$ cat src/rtl/fs_pkg.sv
package fs_pkg;
    localparam logic [5:0] OP_JUMP      = 6'h02;
    localparam logic [5:0] OP_BR_LIKELY = 6'h04;
    localparam logic [5:0] OP_BR_UNLIK  = 6'h05;
    localparam logic [5:0] OP_BR_NOHINT = 6'h06;

    typedef enum logic [1:0] {
        BK_NONE = 2'd0,
        BK_JUMP = 2'd1,
        BK_COND = 2'd2
    } br_kind_e;
endpackage

$ cat src/rtl/fs_predecode.sv
module fs_predecode
    import fs_pkg::*;
#(
    parameter int AW = 32
) (
    input  logic [AW-1:0] pc,
    input  logic [31:0]   instr,
    output br_kind_e      kind,
    output logic          guess_taken,
    output logic [AW-1:0] dest
);
    localparam int OFF_W = 26;
    localparam int EXT_W = AW - OFF_W - 2;

    logic [5:0]       opc;
    logic [OFF_W-1:0] off;
    logic [AW-1:0]    off_bytes;

    always_comb begin
        opc         = instr[31:26];
        off         = instr[OFF_W-1:0];
        off_bytes   = {{EXT_W{off[OFF_W-1]}}, off, 2'b00};
        dest        = pc + AW'(4) + off_bytes;
        kind        = BK_NONE;
        guess_taken = 1'b0;
        case (opc)
            OP_JUMP: begin
                kind        = BK_JUMP;
                guess_taken = 1'b1;
            end
            OP_BR_LIKELY: begin
                kind        = BK_COND;
                guess_taken = 1'b1;
            end
            OP_BR_UNLIK: begin
                kind        = BK_COND;
                guess_taken = 1'b0;
            end
            OP_BR_NOHINT: begin
                kind        = BK_COND;
                guess_taken = off[OFF_W-1];
            end
            default: begin
                kind        = BK_NONE;
                guess_taken = 1'b0;
            end
        endcase
    end
endmodule

$ cat src/rtl/fs_guess_fifo.sv
module fs_guess_fifo #(
    parameter int DEPTH = 4
) (
    input  logic clk,
    input  logic rst_n,
    input  logic push,
    input  logic push_bit,
    input  logic pop,
    input  logic clear,
    output logic head_bit,
    output logic empty,
    output logic full
);
    localparam int PW = (DEPTH > 1) ? $clog2(DEPTH) : 1;

    typedef struct packed {
        logic [DEPTH-1:0] bits;
        logic [PW-1:0]    rd;
        logic [PW-1:0]    wr;
        logic [PW:0]      cnt;
    } fifo_t;

    fifo_t s_d, s_q;
    logic  pop_ok, push_ok;

    function automatic logic [PW-1:0] step_ptr(input logic [PW-1:0] p);
        return (p == PW'(DEPTH - 1)) ? '0 : p + 1'b1;
    endfunction

    assign empty    = (s_q.cnt == '0);
    assign full     = (s_q.cnt == (PW+1)'(DEPTH));
    assign head_bit = s_q.bits[s_q.rd];

    always_comb begin
        s_d     = s_q;
        pop_ok  = pop && !empty;
        push_ok = push && !full;
        if (clear) begin
            s_d = '0;
        end else begin
            if (pop_ok) begin
                s_d.rd = step_ptr(s_q.rd);
            end
            if (push_ok) begin
                s_d.bits[s_q.wr] = push_bit;
                s_d.wr           = step_ptr(s_q.wr);
            end
            s_d.cnt = s_q.cnt + (PW+1)'(push_ok) - (PW+1)'(pop_ok);
        end
    end

    always_ff @(posedge clk) begin
        if (!rst_n) s_q <= '0;
        else        s_q <= s_d;
    end
endmodule

$ cat src/rtl/fs_sat_ctr.sv
module fs_sat_ctr #(
    parameter int W = 16
) (
    input  logic         clk,
    input  logic         rst_n,
    input  logic         inc,
    output logic [W-1:0] value
);
    logic [W-1:0] v_d, v_q;

    always_comb begin
        v_d = v_q;
        if (inc && (v_q != '1)) v_d = v_q + 1'b1;
    end

    always_ff @(posedge clk) begin
        if (!rst_n) v_q <= '0;
        else        v_q <= v_d;
    end

    assign value = v_q;
endmodule

$ cat src/rtl/fetch_steer.sv
module fetch_steer
    import fs_pkg::*;
#(
    parameter int AW = 32,
    parameter int CW = 16,
    parameter int QD = 4
) (
    input  logic          clk,
    input  logic          rst_n,
    input  logic          stall,
    input  logic [31:0]   instr,
    input  logic          res_valid,
    input  logic [AW-1:0] res_pc,
    input  logic          res_taken,
    input  logic [AW-1:0] res_target,
    output logic [AW-1:0] pc_out,
    output logic          flush,
    output logic [CW-1:0] cnt_branches,
    output logic [CW-1:0] cnt_hits,
    output logic [CW-1:0] cnt_misses
);
    localparam int NCTR = 3;

    typedef struct packed {
        logic [AW-1:0] pc;
        logic          flush;
    } steer_t;

    steer_t        st_d, st_q;
    br_kind_e      kind;
    logic          guess;
    logic [AW-1:0] dest;
    logic          q_head, q_empty, q_full, q_push;
    logic          retire, miss, accept;
    logic [NCTR-1:0] ctr_inc;
    logic [CW-1:0]   ctr_val [NCTR];

    fs_predecode #(.AW(AW)) u_dec (
        .pc          (st_q.pc),
        .instr       (instr),
        .kind        (kind),
        .guess_taken (guess),
        .dest        (dest)
    );

    always_comb begin
        retire = res_valid && !q_empty;
        miss   = retire && (q_head != res_taken);
        accept = !stall && !miss;
        q_push = accept && (kind == BK_COND);
    end

    fs_guess_fifo #(.DEPTH(QD)) u_fifo (
        .clk      (clk),
        .rst_n    (rst_n),
        .push     (q_push),
        .push_bit (guess),
        .pop      (retire),
        .clear    (miss),
        .head_bit (q_head),
        .empty    (q_empty),
        .full     (q_full)
    );

    always_comb begin
        st_d       = st_q;
        st_d.flush = miss;
        if (miss) begin
            st_d.pc = res_taken ? res_target : res_pc + AW'(4);
        end else if (!stall) begin
            if ((kind == BK_JUMP) || ((kind == BK_COND) && guess)) st_d.pc = dest;
            else                                                   st_d.pc = st_q.pc + AW'(4);
        end
    end

    always_ff @(posedge clk) begin
        if (!rst_n) st_q <= '0;
        else        st_q <= st_d;
    end

    always_comb begin
        ctr_inc[0] = accept && (kind != BK_NONE);
        ctr_inc[1] = retire && !miss;
        ctr_inc[2] = miss;
    end

    for (genvar g = 0; g < NCTR; g++) begin : g_ctr
        fs_sat_ctr #(.W(CW)) u_ctr (
            .clk   (clk),
            .rst_n (rst_n),
            .inc   (ctr_inc[g]),
            .value (ctr_val[g])
        );
    end

    assign pc_out       = st_q.pc;
    assign flush        = st_q.flush;
    assign cnt_branches = ctr_val[0];
    assign cnt_hits     = ctr_val[1];
    assign cnt_misses   = ctr_val[2];
endmodule

$ cat config.mk
export PLATFORM = sky130hd
export DESIGN_NAME = fetch_steer
export DESIGN_NICKNAME = d
export VERILOG_FILES = /design/src/rtl/fs_pkg.sv /design/src/rtl/fs_predecode.sv /design/src/rtl/fs_guess_fifo.sv /design/src/rtl/fs_sat_ctr.sv /design/src/rtl/fetch_steer.sv
export SDC_FILE = /design/constraint.sdc
export NUM_CORES = 1
export LEC_CHECK = 0
export ABC_AREA = 1
export BUFFER_PORTS_ARGS = -buffer_cell sky130_fd_sc_hd__buf_2
export CAP_MARGIN = 20
export CORE_ASPECT_RATIO = 1.1
export CORE_MARGIN = 8
export CORE_UTILIZATION = 50
export CTS_BUF_LIST = sky130_fd_sc_hd__clkbuf_2 sky130_fd_sc_hd__clkbuf_4 sky130_fd_sc_hd__clkbuf_8
export CTS_CLUSTER_DIAMETER = 150
export DETAILED_ROUTE_END_ITERATION = 8
export HOLD_SLACK_MARGIN = 0.08
export PLACE_DENSITY = 0.84
export SYNTH_ARGS = -nofsm -noshare
export SYNTH_HDL_FRONTEND = slang
export SYNTH_HIERARCHICAL = 1
export SYNTH_SLANG_ARGS = --single-unit
$ cat constraint.sdc
create_clock -name clk -period 3.4 [get_ports clk]
set_input_delay 0 -clock clk [delete_from_list [all_inputs] [get_ports clk]]
set_output_delay 0 -clock clk [all_outputs]
set_load 0.01 [all_outputs]
* Word-level counts from Yosys, hierarchy flattened
Index checks and enable logic that the tools add are counted.
** Storage, ports and cells
- Bits in registers :: 92
** Cells by class
- Bitwise gates (word level) :: 1
- Mux-type cells :: 13
- Order comparisons :: 3
- Add/sub/neg operators :: 10
- Reductions and logical operators :: 23
- Equal/unequal tests :: 14
** Operator list (number)
- 2-to-1 mux 32 bit :: 4
- adder 32 x 3 -> 32 bit (second input constant) :: 2
- adder 16 x 1 -> 16 bit (second input constant) :: 3
- != test 16 bit (second input constant) :: 3
- adder 32 bit :: 1
- == test 6 x 3 -> 1 bit (second input constant) :: 3
- logical AND 1 bit :: 13
- == test 2 bit (second input constant) :: 3
- == test 6 x 2 -> 1 bit (second input constant) :: 1
- less-than comparator 2 x 3 -> 1 bit (second input constant) :: 2
- adder 2 x 1 -> 2 bit (second input constant) :: 2
- bitwise mux 4 bit :: 1
- logical NOT 1 bit :: 4
- 2-to-1 mux 2 bit :: 2
- case mux 2 bit (2 select lines) :: 1
- OR reduction 2 bit :: 2
- adder 3 x 1 -> 3 bit :: 1
- == test 3 bit (second input constant) :: 1
- logical NOT 3 bit :: 1
- OR reduction 3 bit :: 1
- subtractor 3 x 1 -> 3 bit :: 1
- binary-select mux 1 bit (select 2 bit) :: 1
- demux 1 bit (select 2 bit) :: 1
- == test 2 x 1 -> 1 bit (second input constant) :: 1
- 8 further kinds :: 9

* Depth between registers and ports, before layout
- Word-level depth :: 10
- Mapped depth :: 19
- Mapped depth without buffers :: 19

* Cells and area by module
Netlist, hierarchy kept.
** Modules (own cells, without submodules)
- fetch_steer :: area an instance 3921.3 um2, instances 1, cells an instance 781
- fs_sat_ctr :: area an instance 996.0 um2, instances 3, cells an instance 149
- fs_predecode :: area an instance 2667.6 um2, instances 1, cells an instance 487
- fs_guess_fifo :: area an instance 670.6 um2, instances 1, cells an instance 95

* Worst setup path after synthesis
OpenSTA, ideal clock, no wires.
- Path type :: register -> register
- From :: reg u_fifo/s_q[5] (netlist name)
- To :: reg u_fifo/s_q[2] (netlist name)
- Path buffers :: 2
- Path slack :: 0.612 ns
- Stages on the path, launching flop included :: 18
- Period minus slack after synthesis :: 2.788 ns
- Library setup time :: 0.119 ns
- Arrival :: 2.669 ns
- Cell sequence :: dfxtp_1 -> a21oi_1 -> o21ai_0 -> o21ai_0 -> xor2_1 -> nand2_2 -> nand2_1 -> buf_4 -> buf_4 -> nor3_1 -> nand2_1 -> ha_1 -> inv_1 -> ha_1 -> inv_1 -> fa_1 -> o21ai_0 -> a21oi_1
** Between the ends
- Word-level cells in the longest chain between the ends :: 10
- Elaborated cells on any way between the ends :: 11
- Those cells by class :: 2 x add/sub; 1 x eq/ne; 2 x mux; 6 x reduce/logical
** Ends and longest elaborated chain
- start, declared :: line fs_guess_fifo.sv:23 : fifo_t s_d, s_q;
- start signal, assigned :: line fs_guess_fifo.sv:53 : if (!rst_n) s_q <= '0;
- start signal, assigned :: line fs_guess_fifo.sv:54 : else s_q <= s_d;
- binary-select mux 1 bit (select 2 bit) :: line fs_guess_fifo.sv:32 : assign head_bit = s_q.bits[s_q.rd];
- 2-to-1 mux 1 bit (not written as such) :: line fs_guess_fifo.sv:32
- named net q_head :: line fetch_steer.sv:33 : logic q_head, q_empty, q_full, q_push;
- != test 1 bit :: line fetch_steer.sv:48 : miss = retire && (q_head != res_taken);
- logical AND 1 bit :: line fetch_steer.sv:48
- logical NOT 1 bit :: line fetch_steer.sv:49 : accept = !stall && !miss;
- logical AND 1 bit :: line fetch_steer.sv:49
- logical AND 1 bit :: line fetch_steer.sv:50 : q_push = accept && (kind == BK_COND);
- named net q_push :: line fetch_steer.sv:33
- logical AND 1 bit :: line fs_guess_fifo.sv:37 : push_ok = push && !full;
- adder 3 x 1 -> 3 bit :: line fs_guess_fifo.sv:48 : s_d.cnt = s_q.cnt + (PW+1)'(push_ok) - (PW+1)'(pop_ok);
- subtractor 3 x 1 -> 3 bit :: line fs_guess_fifo.sv:48
The timed path passes the listed nets, and every way through them passes these cells. The select of a mux whose other input is x is not followed.
A chain may end at the register's enable or synchronous reset.

* Final worst setup path
- From :: reg st_q (netlist bit pc_out[5])
- To :: reg st_q (netlist bit pc_out[8])
** Between the ends
- Word-level cells in the longest chain between the ends :: 5
** Ends and longest elaborated chain
- start, declared :: line fetch_steer.sv:29 : steer_t st_d, st_q;
- start signal, assigned :: line fetch_steer.sv:78 : else st_q <= st_d;
- adder 32 x 3 -> 32 bit :: line fs_predecode.sv:23 : dest = pc + AW'(4) + off_bytes;
- adder 32 bit :: line fs_predecode.sv:23
- named net dest[8] :: line fetch_steer.sv:32 : logic [AW-1:0] dest;
- 2-to-1 mux 32 bit :: line fetch_steer.sv:71 : if ((kind == BK_JUMP) || ((kind == BK_COND) && guess)) st_d.pc = dest;
- 2-to-1 mux 32 bit :: line fetch_steer.sv:70 : end else if (!stall) begin
- 2-to-1 mux 32 bit :: line fetch_steer.sv:68 : if (miss) begin
The timed path passes the listed nets, and every way through them passes these cells. The select of a mux whose other input is x is not followed.

==> results.txt <==
For this design, the slowest cell found on the critical path is sky130_fd_sc_hd__dlygate4sd3_1. The power density of the placed cells came out at 201.5 nW/um^2. Traced cell by cell, the critical path runs through ha_1 > ha_1 > nand2_1 > nand3_2 > nand2_1 > nand2_1 > xor2_1 > nor2_1 > nor2_1 > o21ai_0 > o211ai_1 > dlygate4sd3_1 > nand2_1 > inv_1. The total placed cells including tap cells is 2,238, and the count of buffers from port buffering is 181.

The tightest min-delay check is of the primary input to flop type. Counting every sink on the clock net gives 92. The post-route netlist has 17.31% of its cells at a drive strength greater than 1. Summed over all layers, the routed wires come to 32.70 mm. The logs give 11,730 sq um for the cell area after layout and 328.1 MHz for the maximum clock rate. The tightest hold margin came out at 0.1031 ns.

The cell at the root of the clock tree was sky130_fd_sc_hd__clkbuf_8. Maximum level of the CTS H-tree: 3. After synthesis the cells add up to 10,240 sq um.

The number of gates resized after CTS was 0. STA classifies the critical path endpoint as a flop. The tools report the die footprint as 25,330 sq um. Worst vdd rail ir drop: 166.4 uV. Leaving out filler cells and counting taps, the final layout contains 2,266.

0 antenna diodes ended up in the layout. The number of setup buffers added after CTS is 0. The cell that appears most often on the critical path is sky130_fd_sc_hd__nand2_1. The clock period minus final worst setup slack works out to 3.048 ns. The average instance in the mapped netlist occupies 5.663 sq um.

The logs give 0 for the number of antenna violations at the first check in global routing and 6 for the count of warnings emitted by yosys. The placer congestion estimate was 1.014. After detailed routing, the number of remaining DRC violations is 0.

The post-route core utilization is 57.59%, and the die width is 152.5 um. For this configuration, the core starts out at a cell density of 50.29%. The max-capacitance violation count came out at 0. The clock arrives with 0.01906 ns of skew.

The logs give 20,370 sq um for the core outline area and 0 for the number of failing setup endpoints in the final timing report. For this run, the slowest stage of the critical path takes 0.58 ns. Compared with the post-synthesis result, the final layout area differs by 14.52%.

For this run the aggregate overflow at the end of global routing stands at 0. Setup repair after global routing left no endpoint under its margin. The analysis attributes to cell leakage a power of 6.331 nW. The placed instances occupy a cell area of 11,410 sq um. Across all register-to-register paths, the minimum setup slack is 0.35 ns.

Count of final hold-check violations: 0. The initialized floorplan defines 55 standard-cell rows. The type of the worst setup path is flop to flop.

Of all nets on the critical path, the largest fanout is 7. The total CTS buffers was 9. Synthesis produced a netlist with a net count of 1,981. Adding up every negative setup slack in the final design gives 0 ns. The headroom to the max-slew limit was 42.09%; the data required time at the worst endpoint was 3.69 ns. The arrival time reported for the critical path endpoint was 3.34 ns. After detailed routing, the average wire length per cell comes to 14.43 um.

The longest clock path from root to sink contains 2 buffers. For the number of antenna-violating nets in the routed design, the log shows 0. After clock tree synthesis, the clock-pin slew on the worst setup and hold paths is 0.12 ns.

The tools report the wire length of the first global-routing pass as 53.80 mm. The final critical path takes up 89.65% of the cycle. The logs give 26.93 mm for the detailed-placement wirelength estimate and 182 for the count of pins on the block boundary.

The run gives 796 as the number of DRC markers after the initial detailed-route iteration. The sort of element at the start of the critical path is a flop. The logs give 5 for the number of detailed-routing iterations run before antenna repair and 53 for the maximum number of pins on one net before global-route repair.

The latest clock arrival within the worst-skew pair is 0.39 ns. For the pin with the worst max-slew slack, the measured transition is 0.8686 ns. After detailed routing, the number of vias per cell comes to 5.229. Setup slack on the critical path of the routed design comes to 0.3519 ns.

Measured along the y axis, the die boundary spans 166.1 um. The aggregate global-route resource usage came out at 25.34%. Count of mapped cells out of synthesis: 1,809. Timing analysis after detailed placement gives a worst setup slack of 0.6649 ns. Detailed routing inserted a total of 11,849 vias. The number of global-route vias before repair is 11,376.

TritonCTS built the clock tree. The tools report the sum of internal, switching and leakage power as 2.363 mW. The logs give 2,177 for the layout net count and 0 for the count of final max-slew check failures.

The run finished with clean final reports.
[critical path: cells and delay by family (launching register included)]
| kind | cells | cell delay, ns |
|---|---|---|
| AND/OR/NAND/NOR | 7 | 0.73 |
| AO/OA/AOI/OAI | 2 | 0.20 |
| XOR/XNOR | 1 | 0.18 |
| adder cells (fa/ha/maj) | 2 | 0.68 |
| flip-flops | 1 | 0.53 |
| buffers and inverters | 2 | 0.61 |
[flip-flops by register name, indices dropped and copies added (netlist names)]
register	flops
flush	1
g_ctr.u_ctr/value	48
pc_out	32
u_fifo/s_q	11
[final cells by class]
class,count,area (sq um)
fillers,2024,8638
multi-input cells,1449,7246
clock inverters,7,80.08
flip-flops and latches,92,1842
clock buffers,9,123.9
well taps,256,320.3
inverters,232,870.8
repair buffers,221,1249
[cell usage in the layout (no fill, tap or decap), drive strengths merged]
cell type / instances
nand3: 167
or2: 9
a31oi: 2
inv: 232
fa: 2
buf: 209
ha: 69
dlygate4sd3: 12
o21bai: 3
nand3b: 7
clkinv: 6
mux2i: 4
xor2: 26
clkbuf: 9
nand2: 635
a21o: 1
nand4: 21
dfxtp: 92
a21oi: 50
o211ai: 9
nor2: 394
o21ai: 36
o22ai: 1
nor3: 8
clkinvlp: 1
xnor2: 5
[power breakdown]
| group | internal [mW] | switching, mW | total [mW] |
|---|---|---|---|
| Combinational | 0.182 | 0.308 | 0.489 |
| Sequential | 1.09 | 0.0133 | 1.10 |
| Clock | 0.292 | 0.482 | 0.775 |
| Total | 1.56 | 0.803 | 2.36 |
[per-layer routing]
metal | vias to the layer above | GRT usage [%] | wire length (um)
met5 | - | 0 | 0
met4 | 0 | 10.90 | 1218
met3 | 76 | 4.477 | 2609
met2 | 495 | 43.48 | 15160
met1 | 5253 | 30.62 | 13710
li1 | 6025 | - | -
[repair_timing]
item                                    4_1_cts  5_1_grt
endpoints found under the hold margin         8        0
endpoints found under the setup margin        0        0
hold buffers                                 12        0
[path summary, 6_finish.rpt]
check | from | endpoint | cells past startpoint
worst min register to register | u_fifo/s_q[9]$_SDFFE_PP0P_ | u_fifo/s_q[9]$_SDFFE_PP0P_ | 4
worst min-delay path | res_pc[3] | pc_out[3]$_SDFFE_PN0P_ | 4
worst max register to register | pc_out[5]$_SDFFE_PN0P_ | pc_out[8]$_SDFFE_PN0P_ | 14
worst max-delay path | pc_out[5]$_SDFFE_PN0P_ | pc_out[8]$_SDFFE_PN0P_ | 14
No activity file was read; power rests on OpenSTA's default activity.
